<file path="src/rtl/dual_dac_pkg.sv">
// Shared types for the dual-channel DAC front end.
package dual_dac_pkg;
    // Channel address carried in the first two bits of each serial word.
    typedef enum logic [1:0] {
        SEL_NONE = 2'b00,
        SEL_A    = 2'b01,
        SEL_B    = 2'b10,
        SEL_AB   = 2'b11
    } chan_sel_e;
endpackage

</file>
<file path="src/rtl/dac_serial_rx.sv">
// Serial word receiver.
// What it does: shifts sdi on each sclk rising edge seen while cs_n is low,
// counts the edges, and on the cs_n rising edge presents the address and code
// with a one-cycle valid, only if exactly FRAME_W edges were counted.
// Assumes: sclk, sdi and cs_n are synchronous to clk, and each sclk level
// lasts at least two clk cycles.
module dac_serial_rx #(
    parameter int CODE_W = 12
) (
    input  logic              clk,
    input  logic              rst_n,
    input  logic              sclk_i,
    input  logic              sdi_i,
    input  logic              cs_n_i,
    output logic              vld_o,
    output logic [1:0]        addr_o,
    output logic [CODE_W-1:0] data_o
);
    localparam int FRAME_W = CODE_W + 2;
    localparam int CNT_W   = $clog2(FRAME_W + 2);
    localparam logic [CNT_W-1:0] CNT_FULL = CNT_W'(FRAME_W);
    localparam logic [CNT_W-1:0] CNT_OVER = CNT_W'(FRAME_W + 1);

    logic               sclk_q;
    logic               cs_q;
    logic [FRAME_W-1:0] shreg;
    logic [CNT_W-1:0]   cnt;
    logic               bit_tick;

    // Rising sclk edge while the select is active.
    assign bit_tick = sclk_i && !sclk_q && !cs_n_i;

    // Edge-detect history for sclk and cs_n.
    always_ff @(posedge clk) begin
        if (!rst_n) begin
            sclk_q <= 1'b0;
            cs_q   <= 1'b1;
        end else begin
            sclk_q <= sclk_i;
            cs_q   <= cs_n_i;
        end
    end

    // Shift register and saturating edge counter; the count clears while deselected.
    always_ff @(posedge clk) begin
        if (!rst_n) begin
            shreg <= '0;
            cnt   <= '0;
        end else if (cs_n_i) begin
            cnt <= '0;
        end else if (bit_tick) begin
            shreg <= {shreg[FRAME_W-2:0], sdi_i};
            if (cnt != CNT_OVER) cnt <= cnt + 1'b1;
        end
    end

    // Word release on the select's rising edge.
    assign vld_o  = cs_n_i && !cs_q && (cnt == CNT_FULL);
    assign addr_o = shreg[FRAME_W-1 -: 2];
    assign data_o = shreg[CODE_W-1:0];

    // Deselected sclk activity must leave the shift register alone.
    p_deselect_idle_r5: assert property (@(posedge clk) disable iff (!rst_n)
        (cs_n_i && cs_q) |=> $stable(shreg))
        else $error("serial shift while deselected");
endmodule

</file>
<file path="src/rtl/dac_channel.sv">
// One DAC channel: input register followed by DAC register.
// What it does: the input register takes a received code when written; the DAC
// register copies it while the load strobe is high, and is forced to zero or
// mid-scale while the reset-to-scale input is high (which wins over the load).
// Assumes: all controls are synchronous to clk.
module dac_channel #(
    parameter int CODE_W = 12
) (
    input  logic              clk,
    input  logic              rst_n,
    input  logic              wr_i,
    input  logic [CODE_W-1:0] wdata_i,
    input  logic              ld_i,
    input  logic              rs_i,
    input  logic              half_i,
    output logic [CODE_W-1:0] dac_o
);
    localparam logic [CODE_W-1:0] HALF_CODE = {1'b1, {(CODE_W-1){1'b0}}};

    logic [CODE_W-1:0] in_q;
    logic [CODE_W-1:0] dac_q;

    // Input register: captures an addressed, well-formed word.
    always_ff @(posedge clk) begin
        if (!rst_n)    in_q <= '0;
        else if (wr_i) in_q <= wdata_i;
    end

    // DAC register: reset-to-scale first, then load.
    always_ff @(posedge clk) begin
        if (!rst_n)    dac_q <= '0;
        else if (rs_i) dac_q <= half_i ? HALF_CODE : '0;
        else if (ld_i) dac_q <= in_q;
    end

    assign dac_o = dac_q;

    p_rs_wins_r7: assert property (@(posedge clk) disable iff (!rst_n)
        rs_i |=> (dac_q == ($past(half_i) ? HALF_CODE : '0)))
        else $error("reset-to-scale value wrong");

    p_load_copies_r6: assert property (@(posedge clk) disable iff (!rst_n)
        (!rs_i && ld_i) |=> (dac_q == $past(in_q)))
        else $error("load did not copy input register");

    p_dac_hold_r6: assert property (@(posedge clk) disable iff (!rst_n)
        (!rs_i && !ld_i) |=> $stable(dac_q))
        else $error("DAC code moved without load");

    p_input_hold_r3: assert property (@(posedge clk) disable iff (!rst_n)
        !wr_i |=> $stable(in_q))
        else $error("input register moved without write");
endmodule

</file>
<file path="src/rtl/dual_dac_front.sv">
// Dual-channel serial DAC front end (top).
// What it does: one serial receiver feeds two channels picked by the word's
// address bits; per-channel load strobes, shared reset-to-scale, and a
// registered power-down flag.
// Assumes: all inputs are synchronous to clk; clk is at least four times sclk.
module dual_dac_front
    import dual_dac_pkg::*;
#(
    parameter int CODE_W = 12
) (
    input  logic              clk,
    input  logic              rst_n,
    input  logic              sclk,
    input  logic              sdi,
    input  logic              cs_n,
    input  logic              ld_a,
    input  logic              ld_b,
    input  logic              rs,
    input  logic              half_sel,
    input  logic              shdn,
    output logic [CODE_W-1:0] code_a,
    output logic [CODE_W-1:0] code_b,
    output logic              pwr_down
);
    localparam int N_CH = 2;

    logic              word_vld;
    logic [1:0]        word_addr;
    logic [CODE_W-1:0] word_data;
    chan_sel_e         sel;
    logic [N_CH-1:0]   wr_vec;
    logic [N_CH-1:0]   ld_vec;
    logic [CODE_W-1:0] dac_vec [N_CH];
    logic              pd_q;

    dac_serial_rx #(.CODE_W(CODE_W)) u_rx (
        .clk    (clk),
        .rst_n  (rst_n),
        .sclk_i (sclk),
        .sdi_i  (sdi),
        .cs_n_i (cs_n),
        .vld_o  (word_vld),
        .addr_o (word_addr),
        .data_o (word_data)
    );

    // Channel decode: bit 0 addresses A, bit 1 addresses B.
    always_comb begin
        sel       = chan_sel_e'(word_addr);
        wr_vec[0] = word_vld && (sel == SEL_A || sel == SEL_AB);
        wr_vec[1] = word_vld && (sel == SEL_B || sel == SEL_AB);
    end

    assign ld_vec = {ld_b, ld_a};

    for (genvar ch = 0; ch < N_CH; ch++) begin : g_ch
        dac_channel #(.CODE_W(CODE_W)) u_ch (
            .clk     (clk),
            .rst_n   (rst_n),
            .wr_i    (wr_vec[ch]),
            .wdata_i (word_data),
            .ld_i    (ld_vec[ch]),
            .rs_i    (rs),
            .half_i  (half_sel),
            .dac_o   (dac_vec[ch])
        );
    end

    // Power-down flag: one-cycle registered copy of the shutdown request.
    always_ff @(posedge clk) begin
        if (!rst_n) pd_q <= 1'b0;
        else        pd_q <= shdn;
    end

    assign code_a   = dac_vec[0];
    assign code_b   = dac_vec[1];
    assign pwr_down = pd_q;

    p_pd_follow_r8: assert property (@(posedge clk) disable iff (!rst_n)
        1'b1 |=> (pd_q == $past(shdn)))
        else $error("power-down flag lags wrongly");
endmodule

</file>
<file path="config.mk">
export PLATFORM = sky130hd
export DESIGN_NAME = dual_dac_front
export DESIGN_NICKNAME = d
export VERILOG_FILES = /design/src/rtl/dual_dac_pkg.sv /design/src/rtl/dac_serial_rx.sv /design/src/rtl/dac_channel.sv /design/src/rtl/dual_dac_front.sv
export SDC_FILE = /design/constraint.sdc
export NUM_CORES = 1
export LEC_CHECK = 0
export BUFFER_PORTS_ARGS = -buffer_cell sky130_fd_sc_hd__buf_2
export CAP_MARGIN = 20
export CORE_MARGIN = 3
export CORE_UTILIZATION = 45
export CTS_BUF_LIST = sky130_fd_sc_hd__clkbuf_2 sky130_fd_sc_hd__clkbuf_4 sky130_fd_sc_hd__clkbuf_8
export CTS_CLUSTER_DIAMETER = 40
export DETAILED_ROUTE_END_ITERATION = 7
export PLACE_DENSITY_LB_ADDON = 0.15
export SYNTH_ARGS = -nofsm -noshare
export SYNTH_HDL_FRONTEND = slang
export SYNTH_HIERARCHICAL = 1
export SYNTH_SLANG_ARGS = --single-unit
export TNS_END_PERCENT = 10
</file>
<file path="constraint.sdc">
create_clock -name clk -period 3.24 [get_ports clk]
set_input_delay 0.81 -clock clk [delete_from_list [all_inputs] [get_ports clk]]
set_output_delay 0.81 -clock clk [all_outputs]
set_load 0.005 [all_outputs]
</file>
==> results.yml <==
run_status:
  status: "finished clean"
hold_path:
  min_to: "u_rx/shreg[13]"
  holdCritStartpoint: "u_rx/shreg[13]"
  hold_class: "reg -> reg"
  hold_path_depth: 2
synth:
  ys_seq_elements: 69
  post_synth.cell_area_avg_um2: 10.48
  synthArstFlopShare: 0
  yosys_warnings: 6
  synth_compound_area_frac: 0.06235
  synth_xor_area_frac: 0
  synth_top_area_share: 0.5295
  synthFlopType: "dfxtp_1"
  synthSimpleGateAreaFrac: 0.1784
  synthesis.nets: 261
  postSynthCellCount: 249
  synth.distinct_cells: 26
  synth_area_mm2: 0.002609
  synthMuxAreaShare: 0.1880
  synth_top_family_by_area: "multiplexers"
  yosysSeqAreaShare: 0.5295
  synth-edff-count: 0
  synth_fa_ha_area_frac: 0.009592
  yosys-top-cells-area: "dfxtp_1 53%, mux2i_1 18%, nor2b_1 5.8%"
  synth_largest_area_cell: "dfxtp_1"
finish:
  fin_area_mm2: 0.003019
  syn2layout_area_growth_pct: 15.73
  num_antenna_cells: 0
  layout.nets: 296
  final_layout_size_suffix_gt1_frac: 0.1869
die:
  rows: 27
  dieArea_mm2: 0.006747
  ios: 35
  coreArea_mm2: 0.005574
  die_w_um: 82.14
  die_height_um: 82.14
  initial_utilization: 0.4680
power_and_ir_drop:
  p_sw_uw: 344.8
  p_int_uw: 1303
  p_leak_uw: 0.001180
  netSwitchingFraction: 0.2092
  powerDensity_mw_per_mm2: 545.8
  clockPowerShare: 0.446
  max-vdd-ir-drop_uv: 363.4
  p_seq_frac: 0.519
  pwr-share-comb: 0.035
sta:
  maxSlewViolCount: 0
  setup_viol: 0
  worst_pin_slew_ps: 726.4
  max_freq_mhz: 523.4
  tns_ps: 0
  fin_skew_ps: 5.926
  finalHoldViolCount: 0
  fin_crit_sh: 0.5897
  slew_headroom: 0.5157
  period_minus_slack_ps: 1911
  rsz0062_at_grt: "no"
global_route:
  grt-ovfl-total: 0
  grt_usage: 0.1600
  grt_max_degree: 25
  grt_pass1_wl_um: 7879
  grt_pass1_vias: 1637
  antenna_found_initial: 0
placement:
  gp_congestion: 0.7159
  portBuffers: 34
  place_area_mm2: 0.002804
  dp_hpwl_um: 3204
setup_path:
  end_kind: "flip-flop"
  crit_path_cell_trace: "buf_2 > or3b_1 > or3_1 > a21oi_1"
  arrival_ps: 2180
  rr_endpoint: "g_ch[1].u_ch/in_q[0]"
  cp-start-kind: "input port"
  regToRegStartpoint: "u_rx/cnt[0]"
  slowest_delay_ps: 670
  cp_max_fo: 20
  worstSetupPathType: "in -> reg"
  worstPathRequired_ps: 3510
  worstRegToRegCells: 7
  r2r_setup_slack_ps: 1430
  cpMaxStageDelayCell: "or3b_1"
clocking:
  cts_resized: 0
  post_cts_buffers: 0
  clock_sinks: 69
  clk_pin_slew_ps: 70
  clockRootBuffer: "clkbuf_8"
  htreeDepth: 3
  cts_tree: "yes"
  cts_hold_buf: 0
  clockBufferDepth: 2
  clock_latency_ps: 340
  cts_buffers: 9
run:
  cap_viol_max_count: 0
detailed_routing:
  vias: 1759
  viasPerCell: 4.873
  drtAntennaViolNets: 0
  wire_per_inst_um: 13.12
  initialDrtViolationCount: 56
  dr.pass1.iters: 4
  drc: 0
  routed_wl_um: 4735
worst max-delay path by stage:
stage / cells after the start / slack, ps / from / to
after floorplan: 4 / 1370 / cs_n / u_rx/cnt[0]
after global placement: 4 / 1000 / cs_n / u_rx/cnt[0]
after detailed placement: 4 / 970 / cs_n / u_rx/cnt[3]
after CTS: 4 / 1350 / cs_n / u_rx/cnt[3]
after global routing: 7 / 1200 / u_rx/cnt[0] / g_ch[1].u_ch/in_q[0]
final: 4 / 1330 / cs_n / u_rx/cnt[0]
cell usage after synthesis, drive strengths merged (2+ instances only):
cell / n
nor2: 23
nor2b: 24
dfxtp: 69
or3: 3
buf: 8
mux2: 2
mux2i: 46
a21oi: 4
a21boi: 14
and2: 4
nand2b: 5
o211a: 2
ha: 2
nand2: 28
o21ai: 2
clkbuf: 4
power by group through the flow:
stage | Sequential (uW) | Clock (uW) | Combinational, uW
after floorplan | 874 | 0 | 39.6
after global placement | 875 | 0 | 57.7
after detailed placement | 875 | 0 | 58.3
after CTS | 855 | 756 | 58.4
after global routing | 855 | 799 | 63.4
final | 855 | 735 | 57.4
stage by stage:
stage | worst slack (ps) | hold slack (ps) | util | instances | power, uW
after detailed placement | 970.5 | 451.9 | 0.5030 | 345 | 933.1
after CTS | 1348 | 461.6 | 0.5416 | 361 | 1669
after global routing | 1201 | 493.4 | 0.5416 | 361 | 1718
after floorplan | 1373 | 438.8 | - | 249 | 913.8
final | 1329 | 459.4 | 0.5416 | 361 | 1648
after global placement | 1003 | 447.7 | 0.5030 | 345 | 932.5
cells by family after synthesis:
logic type | count (synthesis)
fa+ha+maj | 2
compound gates | 23
simple gates | 94
buf+inv | 13
flops | 69
mux | 48
critical path, delay by kind of cell:
kind | cells | cell delay [ps]
buffers and inverters | 1 | 110
AO/OA/AOI/OAI | 1 | 140
AND/OR/NAND/NOR | 2 | 1120
layout by cell type (no fill, tap or decap), types with 2 or more instances in the layout:
master	n
dfxtp_1	69
mux2i_1	46
buf_2	34
nand2_1	28
nor2b_1	24
nor2_1	23
a21boi_0	14
clkbuf_8	12
nand2b_1	5
and2_1	4
a21oi_1	4
or3_1	3
mux2_4	2
o211a_1	2
buf_4	2
o21ai_0	2
ha_1	2
layer usage:
metal	wire (um)	vias to the layer above	part of all wire	global-route usage
met3	200	7	0.042	0.06508
met5	0	-	0	0
met2	2296	26	0.48	0.2609
li1	-	904	-	-
met4	79	0	0.017	0.06478
met1	2158	822	0.46	0.1867
flip-flops by register name, summed over array words and instances (netlist names):
name / flops
g_ch.u_ch/dac_o: 24
pwr_down: 1
u_rx/cnt: 4
u_rx/sclk_q: 1
u_rx/cs_q: 1
g_ch.u_ch/in_q: 24
u_rx/shreg: 14
final cells by class:
| cell class | instances | area [um2] |
|---|---|---|
| clock buffers | 13 | 172.7 |
| multi-input cells | 167 | 1144 |
| clock inverters | 3 | 42.54 |
| fillers | 523 | 2555 |
| inverters | 1 | 3.754 |
| well taps | 72 | 90.09 |
| flip-flops and latches | 69 | 1381 |
| repair buffers | 36 | 185.2 |
(Power assumes the default switching activity.)
